**config.mk**
```make
export PLATFORM = sky130hd
export DESIGN_NAME = pwr_mode_reg
export DESIGN_NICKNAME = d
export VERILOG_FILES = /design/src/rtl/pwr_mode_pkg.sv /design/src/rtl/pwr_mode_ctrl.sv /design/src/rtl/pwr_mode_dp.sv /design/src/rtl/pwr_mode_reg.sv
export SDC_FILE = /design/constraint.sdc
export NUM_CORES = 1
export LEC_CHECK = 0
export ABC_AREA = 1
export ABC_CLOCK_PERIOD_IN_PS = 1200
export CAP_MARGIN = 20
export CELL_PAD_IN_SITES_DETAIL_PLACEMENT = 1
export CELL_PAD_IN_SITES_GLOBAL_PLACEMENT = 1
export CORE_MARGIN = 5
export CORE_UTILIZATION = 14
export CTS_CLUSTER_DIAMETER = 100
export DETAILED_ROUTE_END_ITERATION = 8
export PLACE_DENSITY_LB_ADDON = 0.1
export SYNTH_ARGS = -nofsm -noshare
export SYNTH_HDL_FRONTEND = slang
export SYNTH_SLANG_ARGS = --single-unit
export TNS_END_PERCENT = 30
```
**constraint.sdc**
```tcl
create_clock -name clk -period 1.2 [get_ports clk]
set_input_delay 0.36 -clock clk [delete_from_list [all_inputs] [get_ports clk]]
set_output_delay 0.36 -clock clk [all_outputs]
set_load 0.005 [all_outputs]
```
**src/rtl/pwr_mode_pkg.sv**
```systemverilog
package pwr_mode_pkg;
  localparam int DATA_W = 32;
  localparam int STRB_W = DATA_W / 8;
  localparam logic [DATA_W-1:0] RESET_WORD = 32'h0000_C000;

  localparam int LOWDRV_LSB = 18;
  localparam int HDSW_BIT   = 17;
  localparam int HDEN_BIT   = 16;
  localparam int LDO_LSB    = 14;
  localparam int CSTBY_BIT  = 3;
  localparam int CWAKE_BIT  = 2;

  typedef enum logic [1:0] {
    CLK_IRC   = 2'b00,
    CLK_XTAL  = 2'b01,
    CLK_PLL   = 2'b10,
    CLK_OTHER = 2'b11
  } clkSrc_e;

  localparam logic [1:0] LDO_LOW = 2'b00;

  typedef struct packed {
    logic       reload;
    logic       lowDrvWr;
    logic [1:0] lowDrvVal;
    logic       hdEnNext;
    logic       hdSwNext;
    logic       ldoWr;
    logic [1:0] ldoVal;
    logic       pulseStby;
    logic       pulseWake;
    logic       rdHit;
  } ctlStrobes_t;
endpackage

```
**src/rtl/pwr_mode_ctrl.sv**
```systemverilog
module pwr_mode_ctrl
  import pwr_mode_pkg::*;
#(
  parameter int ADDR_W = 4,
  parameter int REG_ADDR = 0
) (
  input  logic              clk,
  input  logic              rst_n,
  input  logic [ADDR_W-1:0] addr,
  input  logic              wrEn,
  input  logic [DATA_W-1:0] wrData,
  input  logic [STRB_W-1:0] wrStrb,
  input  logic [1:0]        clkSrc,
  input  logic              hdReady,
  input  logic              pllOn,
  input  logic              dsExit,
  input  logic              sbyWake,
  input  logic              curHdEn,
  input  logic              curHdSw,
  output ctlStrobes_t       st
);
  logic hit, lane0, lane1, lane2, clkOk;
  logic unusedWr;

  assign hit   = (addr == ADDR_W'(REG_ADDR));
  assign lane0 = wrEn && hit && wrStrb[0];
  assign lane1 = wrEn && hit && wrStrb[1];
  assign lane2 = wrEn && hit && wrStrb[2];
  assign clkOk = (clkSrc == CLK_IRC) || (clkSrc == CLK_XTAL);
  assign unusedWr = ^{wrData[31:20], wrData[13:4], wrData[1:0], wrStrb[3], clk, rst_n};

  always_comb begin
    st = '0;
    st.reload    = sbyWake;
    st.rdHit     = hit;
    st.lowDrvWr  = lane2;
    st.lowDrvVal = wrData[LOWDRV_LSB +: 2];
    st.ldoWr     = lane1 && !pllOn;
    st.ldoVal    = wrData[LDO_LSB +: 2];
    st.pulseStby = lane0 && wrData[CSTBY_BIT];
    st.pulseWake = lane0 && wrData[CWAKE_BIT];

    // enable bit: hardware exit clear beats software
    if (dsExit)                                st.hdEnNext = 1'b0;
    else if (lane2 && !wrData[HDEN_BIT])       st.hdEnNext = 1'b0;
    else if (lane2 && wrData[HDEN_BIT] && clkOk) st.hdEnNext = 1'b1;
    else                                       st.hdEnNext = curHdEn;

    // switch bit follows the enable down
    if (!st.hdEnNext)                          st.hdSwNext = 1'b0;
    else if (lane2 && !wrData[HDSW_BIT])       st.hdSwNext = 1'b0;
    else if (lane2 && wrData[HDSW_BIT] && hdReady && clkOk) st.hdSwNext = 1'b1;
    else                                       st.hdSwNext = curHdSw;
  end
endmodule

```
**src/rtl/pwr_mode_dp.sv**
```systemverilog
module pwr_mode_dp
  import pwr_mode_pkg::*;
(
  input  logic              clk,
  input  logic              rst_n,
  input  logic              pllOn,
  input  ctlStrobes_t       st,
  output logic [DATA_W-1:0] rdData,
  output logic [1:0]        lowDrvField,
  output logic              hiDrvEn,
  output logic              hiDrvSw,
  output logic [1:0]        ldoSel,
  output logic [1:0]        ldoApplied,
  output logic              clrStbyFlag,
  output logic              clrWakeFlag
);
  logic [DATA_W-1:0] word;

  always_ff @(posedge clk or negedge rst_n) begin
    if (!rst_n) begin
      lowDrvField <= RESET_WORD[LOWDRV_LSB +: 2];
      hiDrvEn     <= RESET_WORD[HDEN_BIT];
      hiDrvSw     <= RESET_WORD[HDSW_BIT];
      ldoSel      <= RESET_WORD[LDO_LSB +: 2];
      clrStbyFlag <= 1'b0;
      clrWakeFlag <= 1'b0;
    end else if (st.reload) begin
      lowDrvField <= RESET_WORD[LOWDRV_LSB +: 2];
      hiDrvEn     <= RESET_WORD[HDEN_BIT];
      hiDrvSw     <= RESET_WORD[HDSW_BIT];
      ldoSel      <= RESET_WORD[LDO_LSB +: 2];
      clrStbyFlag <= 1'b0;
      clrWakeFlag <= 1'b0;
    end else begin
      if (st.lowDrvWr) lowDrvField <= st.lowDrvVal;
      if (st.ldoWr)    ldoSel      <= st.ldoVal;
      hiDrvEn     <= st.hdEnNext;
      hiDrvSw     <= st.hdSwNext;
      clrStbyFlag <= st.pulseStby;
      clrWakeFlag <= st.pulseWake;
    end
  end

  always_comb begin
    word = '0;
    word[LOWDRV_LSB +: 2] = lowDrvField;
    word[HDSW_BIT]        = hiDrvSw;
    word[HDEN_BIT]        = hiDrvEn;
    word[LDO_LSB +: 2]    = ldoSel;
  end

  assign rdData     = st.rdHit ? word : '0;
  assign ldoApplied = pllOn ? ldoSel : LDO_LOW;

  assert_sw_needs_en_R7: assert property (@(posedge clk) disable iff (!rst_n)
    hiDrvSw |-> hiDrvEn);
  assert_ldo_frozen_R8: assert property (@(posedge clk) disable iff (!rst_n)
    (pllOn && !st.reload) |=> $stable(ldoSel));
  assert_dsexit_clear_R6: assert property (@(posedge clk) disable iff (!rst_n)
    st.hdEnNext == 1'b0 |=> (!hiDrvEn && !hiDrvSw));
endmodule

```
**src/rtl/pwr_mode_reg.sv**
```systemverilog
module pwr_mode_reg
  import pwr_mode_pkg::*;
#(
  parameter int ADDR_W = 4,
  parameter int REG_ADDR = 0
) (
  input  logic              clk,
  input  logic              rst_n,
  input  logic [ADDR_W-1:0] addr,
  input  logic              wrEn,
  input  logic [31:0]       wrData,
  input  logic [3:0]        wrStrb,
  output logic [31:0]       rdData,
  input  logic [1:0]        clkSrc,
  input  logic              hdReady,
  input  logic              pllOn,
  input  logic              dsExit,
  input  logic              sbyWake,
  output logic [1:0]        lowDrvField,
  output logic              lowDrvEn,
  output logic              hiDrvEn,
  output logic              hiDrvSw,
  output logic [1:0]        ldoSel,
  output logic [1:0]        ldoApplied,
  output logic              clrStbyFlag,
  output logic              clrWakeFlag
);
  ctlStrobes_t st;

  pwr_mode_ctrl #(.ADDR_W(ADDR_W), .REG_ADDR(REG_ADDR)) u_ctrl (
    .clk(clk), .rst_n(rst_n), .addr(addr), .wrEn(wrEn), .wrData(wrData),
    .wrStrb(wrStrb), .clkSrc(clkSrc), .hdReady(hdReady), .pllOn(pllOn),
    .dsExit(dsExit), .sbyWake(sbyWake), .curHdEn(hiDrvEn), .curHdSw(hiDrvSw),
    .st(st)
  );

  pwr_mode_dp u_dp (
    .clk(clk), .rst_n(rst_n), .pllOn(pllOn), .st(st), .rdData(rdData),
    .lowDrvField(lowDrvField), .hiDrvEn(hiDrvEn), .hiDrvSw(hiDrvSw),
    .ldoSel(ldoSel), .ldoApplied(ldoApplied),
    .clrStbyFlag(clrStbyFlag), .clrWakeFlag(clrWakeFlag)
  );

  assign lowDrvEn = (lowDrvField == 2'b11);

  assert_sw_qualified_R5: assert property (@(posedge clk) disable iff (!rst_n)
    $rose(hiDrvSw) |-> ($past(hdReady) &&
      ($past(clkSrc) == CLK_IRC || $past(clkSrc) == CLK_XTAL)));
  assert_wake_reload_R1: assert property (@(posedge clk) disable iff (!rst_n)
    sbyWake |=> (ldoSel == 2'b11 && !hiDrvEn && !hiDrvSw && lowDrvField == 2'b00));
  assert_cmd_pulse_R11: assert property (@(posedge clk) disable iff (!rst_n)
    clrStbyFlag |-> $past(wrEn && wrStrb[0] && wrData[3] && addr == ADDR_W'(REG_ADDR)));
endmodule

```
==> summary.md, run 1 <==
| Metric | Value |
|---|---|
| Drt via density | 3.22 |
| Nets | slightly above 200 |
| First-pass GRT wire length | about 3500 µm |
| Leading post-synthesis cells by cell area | buf_4 (28%), dfrtp_1 (22%), inv_1 (11%) |
| I/O pin total | 92 |
| Worst Setup End Kind | output port |
| Share of final-layout standard cells stronger than drive strength 1 | 42.7% |
| Distinct cell type count after synthesis | 16 |
| Areal power density over the cells | 648 nW/µm² |
| Number of synthesized flops with an enable pin | 0 |
| Initial core utilization | 14.4% |
| Endpoint of the most critical setup path | rdData[15] |
| Number of rows created at floorplan | 25 |
| Kind of critical path | reg2out |
| Startpoint of the lowest-slack register-to-register path | u_dp.ldoSel[1]$_DFFE_PN1P_ |
| Overall die area | 6410 µm² |
| Final routed wire length divided by cell count | about 11 µm |
| Critical-path cell with the highest stage delay | dfstp_2 |
| Worst endpoint data arrival time | 990 ps |
| Number of vias in the routed layout | 722 |
| Worst path max stage delay | 540 ps |
| CTS Hold Buffers Added | 0 |
| Total count of max-transition violations in the final report | 0 |
| Total number of yosys warnings | 0 |
| Final std cells w/o fill | 224 |
| Number of placed instances with taps included | 209 |
| Port Buf Inserts | 39 |
| Maximum net fanout on the critical path | 3 |
| Peak VDD IR | 0.220 mV |
| Final setup skew | 0.0430 ps |
| Leakage power figure | 0.695 nW |
| Total clock buffers created by CTS | 3 |
| DRC | 0 |
| First-pass iteration count of the detailed router | 3 |
| Per-instance average area after synthesis | 7.23 µm² |
| Final global-route overflow total | 0 |
| Bufs on Longest Clock Path | 2 |
| CP Cell Sequence | inv_2, nor2_2, buf_2 |
| Flip-flop and latch count after synthesis | 8 |
| FMAX | approximately 740 MHz |
| Vias in the first global route | roughly 750 |
| Number of instances in the synthesized netlist | 95 |
| List of most frequent post-synthesis cells | buf_4 (26), inv_1 (20), nand2_1 (10), nor2_1 (10), dfrtp_1 (6) |
| Number of antenna violations at the first check in global routing | 0 |
| Routability congestion estimate | approximately 0.63 |
| CP bufs+invs | 2 |
| Critical Path Stages | 3 |
| Portion of the clock cycle consumed by the worst path in the final layout | 113% |
| CTS tree | yes |
| Share of synthesized area occupied by flip-flops and latches | 29.5% |
| Sink Count | 8 |
| CP top delay family | flip-flops |
| Cell with the most instances after synthesis | buf_4 |
| Worst Setup SP | u_dp.ldoSel[1]$_DFFE_PN1P_ |
| Dominant synthesized flop cell | dfrtp_1 |
| Horizontal die dimension | 80.0 µm |
| Root buf cell | clkbuf_8 |
| Final Hold Vio Count | 0 |
| Half-perimeter wire length after detailed placement | 1970 µm |
| Maxcap violations | 0 |
| Result of the run | finished, violations left |
| H-tree level count | 1 |
| Portion of synthesized cell area occupied by the leading cell type | about 28% |
| Path depth of the worst reg2reg path | 7 |
| Wire length after detailed routing | 2350 µm |
| Worst reg2reg path endpoint | u_dp.ldoSel[1]$_DFFE_PN1P_ |
| Fraction of registers with async set or reset after synthesis | 100% |
| Count of nets left with antenna violations after detail routing | 0 |
| Area delta synth->final | 87.2% |
| Area inside the core boundary | 4750 µm² |
| Final setup violation count | 16 |
| Worst setup SP type | register |
| Crit path time final | 1350 ps |
| Synth Cell Area | 687 µm² |
| Worst hold-check path type | in2async |
| Maximum number of pins on one net before global-route repair | 7 |
| Setup repair after global routing missed its margin | yes |
| Clock-pin slew of the registers on the worst-case setup and hold paths | 40 ps |
| Failing checks | setup timing |
| Combined global-route utilization of all metal layers | about 7.3% |
| Die height | 80.0 µm |
| Req. time, crit path | 840 ps |
| Cell taking the most area after synthesis | buf_4 |
| Worst path setup slack after routing | -150 ps |
| Clock latency reported for the late side of the worst-skew pair | 230 ps |
| Diode insertion count for antenna repair | 0 |
| Setup Slack @ Placement | -941 ps |
| Number of design-rule violations left by the first detailed-router iteration | 19 |
| Slack of the worst reg-to-reg path | 40 ps |
## worst min-delay path by stage
stage	from	end	slack [ps]	cells after the start
after CTS	rst_n	u_dp.clrStbyFlag$_DFF_PN0_	520	2
after floorplan	rst_n	u_dp.clrStbyFlag$_DFF_PN0_	60	0
after global placement	u_dp.ldoSel[0]$_DFFE_PN1P_	u_dp.ldoSel[0]$_DFFE_PN1P_	600	4
final	rst_n	u_dp.clrWakeFlag$_DFF_PN0_	520	2
after detailed placement	u_dp.lowDrvField[0]$_DFFE_PN0P_	u_dp.lowDrvField[0]$_DFFE_PN0P_	590	2
after global routing	rst_n	u_dp.ldoSel[0]$_DFFE_PN1P_	530	1
## registers in the layout, summed over array words and instances (netlist names)
name,flops
u_dp.clrStbyFlag,1
u_dp.hiDrvSw,1
u_dp.lowDrvField,2
u_dp.ldoSel,2
u_dp.hiDrvEn,1
u_dp.clrWakeFlag,1
## report_power, final
group | switching [mW] | internal, mW | total (mW)
Clock | 0.107 | 0.230 | 0.337
Sequential | 0.00552 | 0.277 | 0.283
Combinational | 0.0932 | 0.121 | 0.214
## worst reg2reg max path: cells and delay by family (launching register included)
kind	cells	cell delay, ps
flops	1	540
buf+inv	5	450
simple gates	1	60
compound gates	1	50
## per-layer routing
metal | track usage [%] | vias to the layer above | routed length, µm
li1 | - | 354 | -
met1 | 8.38 | 323 | 986
met2 | 12.0 | 43 | 1070
met3 | 3.39 | 2 | 279
met4 | 2.03 | 0 | 14
met5 | 0 | - | 0
## final cells by class
class | instances | area (µm²)
multi-input combinational | 66 | 369
fill | 606 | 3470
tap | 67 | 83.8
sequential | 8 | 203
inverter | 20 | 75.1
timing repair buffer | 59 | 510
clock buffer | 4 | 45.0
## cell families (layout without fill, tap and decap cells)
kind of cell / Yosys count / in the layout / synth area share, %
other cells: 1 / 26 / 0.546
buf+inv: 46 / 83 / 39.3
compound gates: 5 / 5 / 3.64
flops: 8 / 8 / 29.5
simple gates: 35 / 35 / 27.0
## stage by stage
step / power [mW] / area [µm²] / hold WS (ps) / util (%) / setup TNS (ps)
2_1_floorplan: 0.402 / 781 / 64.4 / - / 0
3_3_place_gp: 0.475 / 1130 / 596 / 23.7 / -10620
3_5_place_dp: 0.476 / 1130 / 588 / 23.7 / -11090
4_1_cts: 0.840 / 1240 / 517 / 26.0 / -1830
5_1_grt: 0.887 / 1290 / 532 / 27.1 / -2400
6_report: 0.834 / 1290 / 515 / 27.1 / -1470
## cells in the final DEF (no fill, tap or decap), types with 3 or more instances in the layout
cell type and n:
nor2_1 4, nor2_2 5, inv_2 4, clkbuf_8 3, nor2_4 4, conb_1 26, nand2_1 8, dfrtp_1 6
nand3_1 3, buf_2 12, inv_1 16, buf_4 14, clkdlybuf4s50_1 16, buf_6 11
## repair_timing
action / CTS / global route
pin swaps: 8 / 5
endpoints found under the hold margin: 0 / 0
buffers inserted: 8 / 3
resized for setup: 96 / 15
setup endpoints to repair: 25 / 22
Note: power is estimated with default switching activity, not from simulation.
==> run 2, diff against run 1 <==
--- a/config.mk
+++ b/config.mk
@@ -6,7 +6,6 @@
 export NUM_CORES = 1
 export LEC_CHECK = 0
 export ABC_AREA = 1
-export ABC_CLOCK_PERIOD_IN_PS = 1200
 export CAP_MARGIN = 20
 export CELL_PAD_IN_SITES_DETAIL_PLACEMENT = 1
 export CELL_PAD_IN_SITES_GLOBAL_PLACEMENT = 1
==> results of run 2 <==
Same layout as run 1: the final DEF is identical, and so are final timing and power.
==> run 3, diff against run 2 <==
--- a/config.mk
+++ b/config.mk
@@ -5,7 +5,6 @@
 export SDC_FILE = /design/constraint.sdc
 export NUM_CORES = 1
 export LEC_CHECK = 0
-export ABC_AREA = 1
 export CAP_MARGIN = 20
 export CELL_PAD_IN_SITES_DETAIL_PLACEMENT = 1
 export CELL_PAD_IN_SITES_GLOBAL_PLACEMENT = 1
@@ -14,6 +13,8 @@
 export CTS_CLUSTER_DIAMETER = 100
 export DETAILED_ROUTE_END_ITERATION = 8
 export PLACE_DENSITY_LB_ADDON = 0.1
+export SETUP_SLACK_MARGIN = 0.05
+export SKIP_LAST_GASP = 1
 export SYNTH_ARGS = -nofsm -noshare
 export SYNTH_HDL_FRONTEND = slang
 export SYNTH_SLANG_ARGS = --single-unit
==> summary.md, run 3 <==
| Metric | Value |
|---|---|
| Cell with the most instances after synthesis | buf_4 |
| Part of the power in combinational logic | 23.4% |
| Int Pwr | 610 µW |
| Grt met1 use | 9.92% |
| GRT met3 Usage | around 4% |
| Combined global-route utilization of all metal layers | 8.42% |
| Area inside the core boundary | 4410 µm² |
| Fraction of registers with async set or reset after synthesis | 100% |
| Clock power frac | 42.2% |
| Leading cell types in the layout, fill and taps excluded | conb_1 (26), clkdlybuf4s50_1 (26), buf_4 (16) |
| Synth Cell Area | 646 µm² |
| Peak VDD IR | 0.285 mV |
| Maximum number of pins on one net before global-route repair | 9 |
| Final Hold Vio Count | 0 |
| Startpoint of the lowest-slack register-to-register path | u_dp.hiDrvEn$_DFF_PN0_ |
| Area delta synth->final | 95.5% |
| CP Cell Sequence | buf_6, buf_6, nor4_4, buf_6, buf_6, buf_6, and2_4, buf_6 |
| Portion of synthesized cell area occupied by the leading cell type | around 30% |
| Distinct cell type count after synthesis | 20 |
| Worst hold-check path type | in2async |
| Worst reg2reg path endpoint | u_dp.hiDrvSw$_DFFE_PN0P_ |
| Clock latency reported for the late side of the worst-skew pair | 230 ps |
| CTS tree | yes |
| Failing checks | setup timing |
| First-pass iteration count of the detailed router | 3 |
| Setup repair after global routing missed its margin | yes |
| Initial core utilization | between 10 and 15% |
| Final setup skew | around 0.07 ps |
| Total number of yosys warnings | 0 |
| Horizontal die dimension | 77.9 µm |
| Bufs on Longest Clock Path | 2 |
| Number of filler instances in the final layout | 507 |
| Worst setup SP type | primary input |
| Sink Count | 8 |
| Dominant synthesized flop cell | dfrtp_1 |
| Per-instance average area after synthesis | about 8.8 µm² |
| Result of the run | finished, violations left |
| CP bufs+invs | 6 |
| Portion of the clock cycle consumed by the worst path in the final layout | 140% |
| Port Buf Inserts | 39 |
| List of most frequent post-synthesis cells | buf_4 (26), and2_1 (9), dfrtp_1 (6), nor2_1 (6) |
| Leakage power figure | roughly 0.58 nW |
| Areal power density over the cells | 630 nW/µm² |
| First-pass GRT wire length | 4010 µm |
| Number of rows created at floorplan | 24 |
| Final std cells w/o fill | 189 |
| Switching share of power | a little under a quarter |
| Number of design-rule violations left by the first detailed-router iteration | 26 |
| CP top delay family | buffers and inverters |
| Register Area | 203 µm² |
| Maxcap violations | 0 |
| Cell repeated most along the worst path | buf_6 |
| Wire length after detailed routing | 2520 µm |
| Path depth of the worst reg2reg path | 3 |
| Root buf cell | clkbuf_8 |
| Share of final-layout standard cells stronger than drive strength 1 | 33.6% |
| Met2 capacity usage during global routing | 14.4% |
| Diode insertion count for antenna repair | 0 |
| Slack of the worst reg-to-reg path | about 190 ps |
| Vias in the first global route | 725 |
| Critical-path cell with the highest stage delay | nor4_4 |
| Worst path max stage delay | ~220 ps |
| Share of total power in sequential cells | 34.4% |
| Worst path setup slack after routing | -484 ps |
| Cell taking the most area after synthesis | buf_4 |
| Number of synthesized flops with an enable pin | 0 |
| DRC | 0 |
| Overall die area | 6070 µm² |
| Die height | 77.9 µm |
| Kind of critical path | in2out |
| Biggest regs | u_dp.ldoSel x2, u_dp.lowDrvField x2 |
| Final standard cell utilization of the core | around 29% |
| Flip-flop and latch count after synthesis | 8 |
| Worst endpoint data arrival time | between 1000 and 1500 ps |
| FMAX | 594 MHz |
| Number of instances in the synthesized netlist | 73 |
| Number of vias in the routed layout | 671 |
| Drt via density | 3.55 |
| I/O pin total | 92 |
| Count of nets left with antenna violations after detail routing | 0 |
| Maximum net fanout on the critical path | 3 |
| Leading post-synthesis cells by cell area | buf_4 (30%), dfrtp_1 (23%), and2_1 (8.7%) |
| CTS Hold Buffers Added | 0 |
| Req. time, crit path | 840 ps |
| Total clock buffers created by CTS | 3 |
| Final setup violation count | 25 |
| Half-perimeter wire length after detailed placement | 2080 µm |
| Number of antenna violations at the first check in global routing | 0 |
| Final routed wire length divided by cell count | 13.3 µm |
| Area taken by multi-input logic gates | ~380 µm² |
| Total count of max-transition violations in the final report | 0 |
| Nets | 187 |
| Crit path time final | 1680 ps |
| Worst Setup End Kind | output port |
| Routing layer with the top usage in global route | met2 |
| Share of synthesized area occupied by flip-flops and latches | 31.4% |
| Number of placed instances with taps included | approximately 180 |
| Routability congestion estimate | 0.646 |
| Final global-route overflow total | 0 |
| Switch Pwr | between 150 and 200 µW |
| H-tree level count | 1 |
| Clock-pin slew of the registers on the worst-case setup and hold paths | 40 ps |
run 3: cell types whose count changed after synthesis, sizes merged, moves of 4 or more:
cell and delta:
a21oi +4, nand3 -6, nor2 -8, nand2 -10, and4b +4, and2 +9, inv -19
run 3: what timing repair did:
action | CTS | global route
setup buffers | 7 | 1
hold endpoints to repair | 0 | 0
endpoints found under the setup margin | 25 | 25
resized for setup | 47 | 10
pin swaps | 7 | 4
run 3: worst max path at each step:
stage	startpoint	to	slack (ps)	cells after the start
2_1_floorplan	addr[0]	u_dp.hiDrvSw$_DFFE_PN0P_	-490	3
3_3_place_gp	addr[2]	rdData[16]	-1120	4
3_5_place_dp	addr[2]	u_dp.hiDrvSw$_DFFE_PN0P_	-1170	5
4_1_cts	addr[0]	rdData[14]	-550	8
5_1_grt	addr[0]	rdData[14]	-530	8
6_report	addr[0]	rdData[14]	-480	8
run 3: per-layer routing:
layer / share of wire [%] / vias up
li1: - / 323
met1: 42 / 308
met2: 49 / 38
met3: 8.8 / 2
met4: 0.40 / 0
met5: 0 / -
run 3: cell families (layout without fill, tap and decap cells):
group / count (synthesis) / in the layout / share of synthesized area [%]
muxes: 2 / 2 / 3.10
and+or+nand+nor: 26 / 26 / 25.4
other: 1 / 26 / 0.581
AOI/OAI and AO/OA: 8 / 8 / 8.14
DFF: 8 / 8 / 31.4
buffers and inverters: 28 / 67 / 31.4
run 3: cell type report:
class                      count  share of cell area, %
timing repair buffer          62                   44.7
clock buffer                   4                   3.57
tap                           52                   5.15
multi-input combinational     62                   30.2
sequential                     8                   16.1
inverter                       1                  0.297
run 3: stage by stage:
step	power (mW)	hold slack, ps	TNS [ps]	setup slack, ps	cell area (µm²)
2_1_floorplan	0.381	64.4	-1780	-494	772
3_3_place_gp	0.450	538	-14480	-1120	1140
3_5_place_dp	0.451	548	-14970	-1170	1140
4_1_cts	0.810	419	-9350	-549	1240
5_1_grt	0.847	433	-9690	-529	1260
6_report	0.795	421	-8490	-484	1260
run 3: power groups by stage:
stage / clock network [mW] / registers, mW / logic [mW]
3_5_place_dp: 0 / 0.277 / 0.174
3_3_place_gp: 0 / 0.277 / 0.174
2_1_floorplan: 0 / 0.277 / 0.104
5_1_grt: 0.370 / 0.273 / 0.204
4_1_cts: 0.353 / 0.273 / 0.184
6_report: 0.336 / 0.273 / 0.186
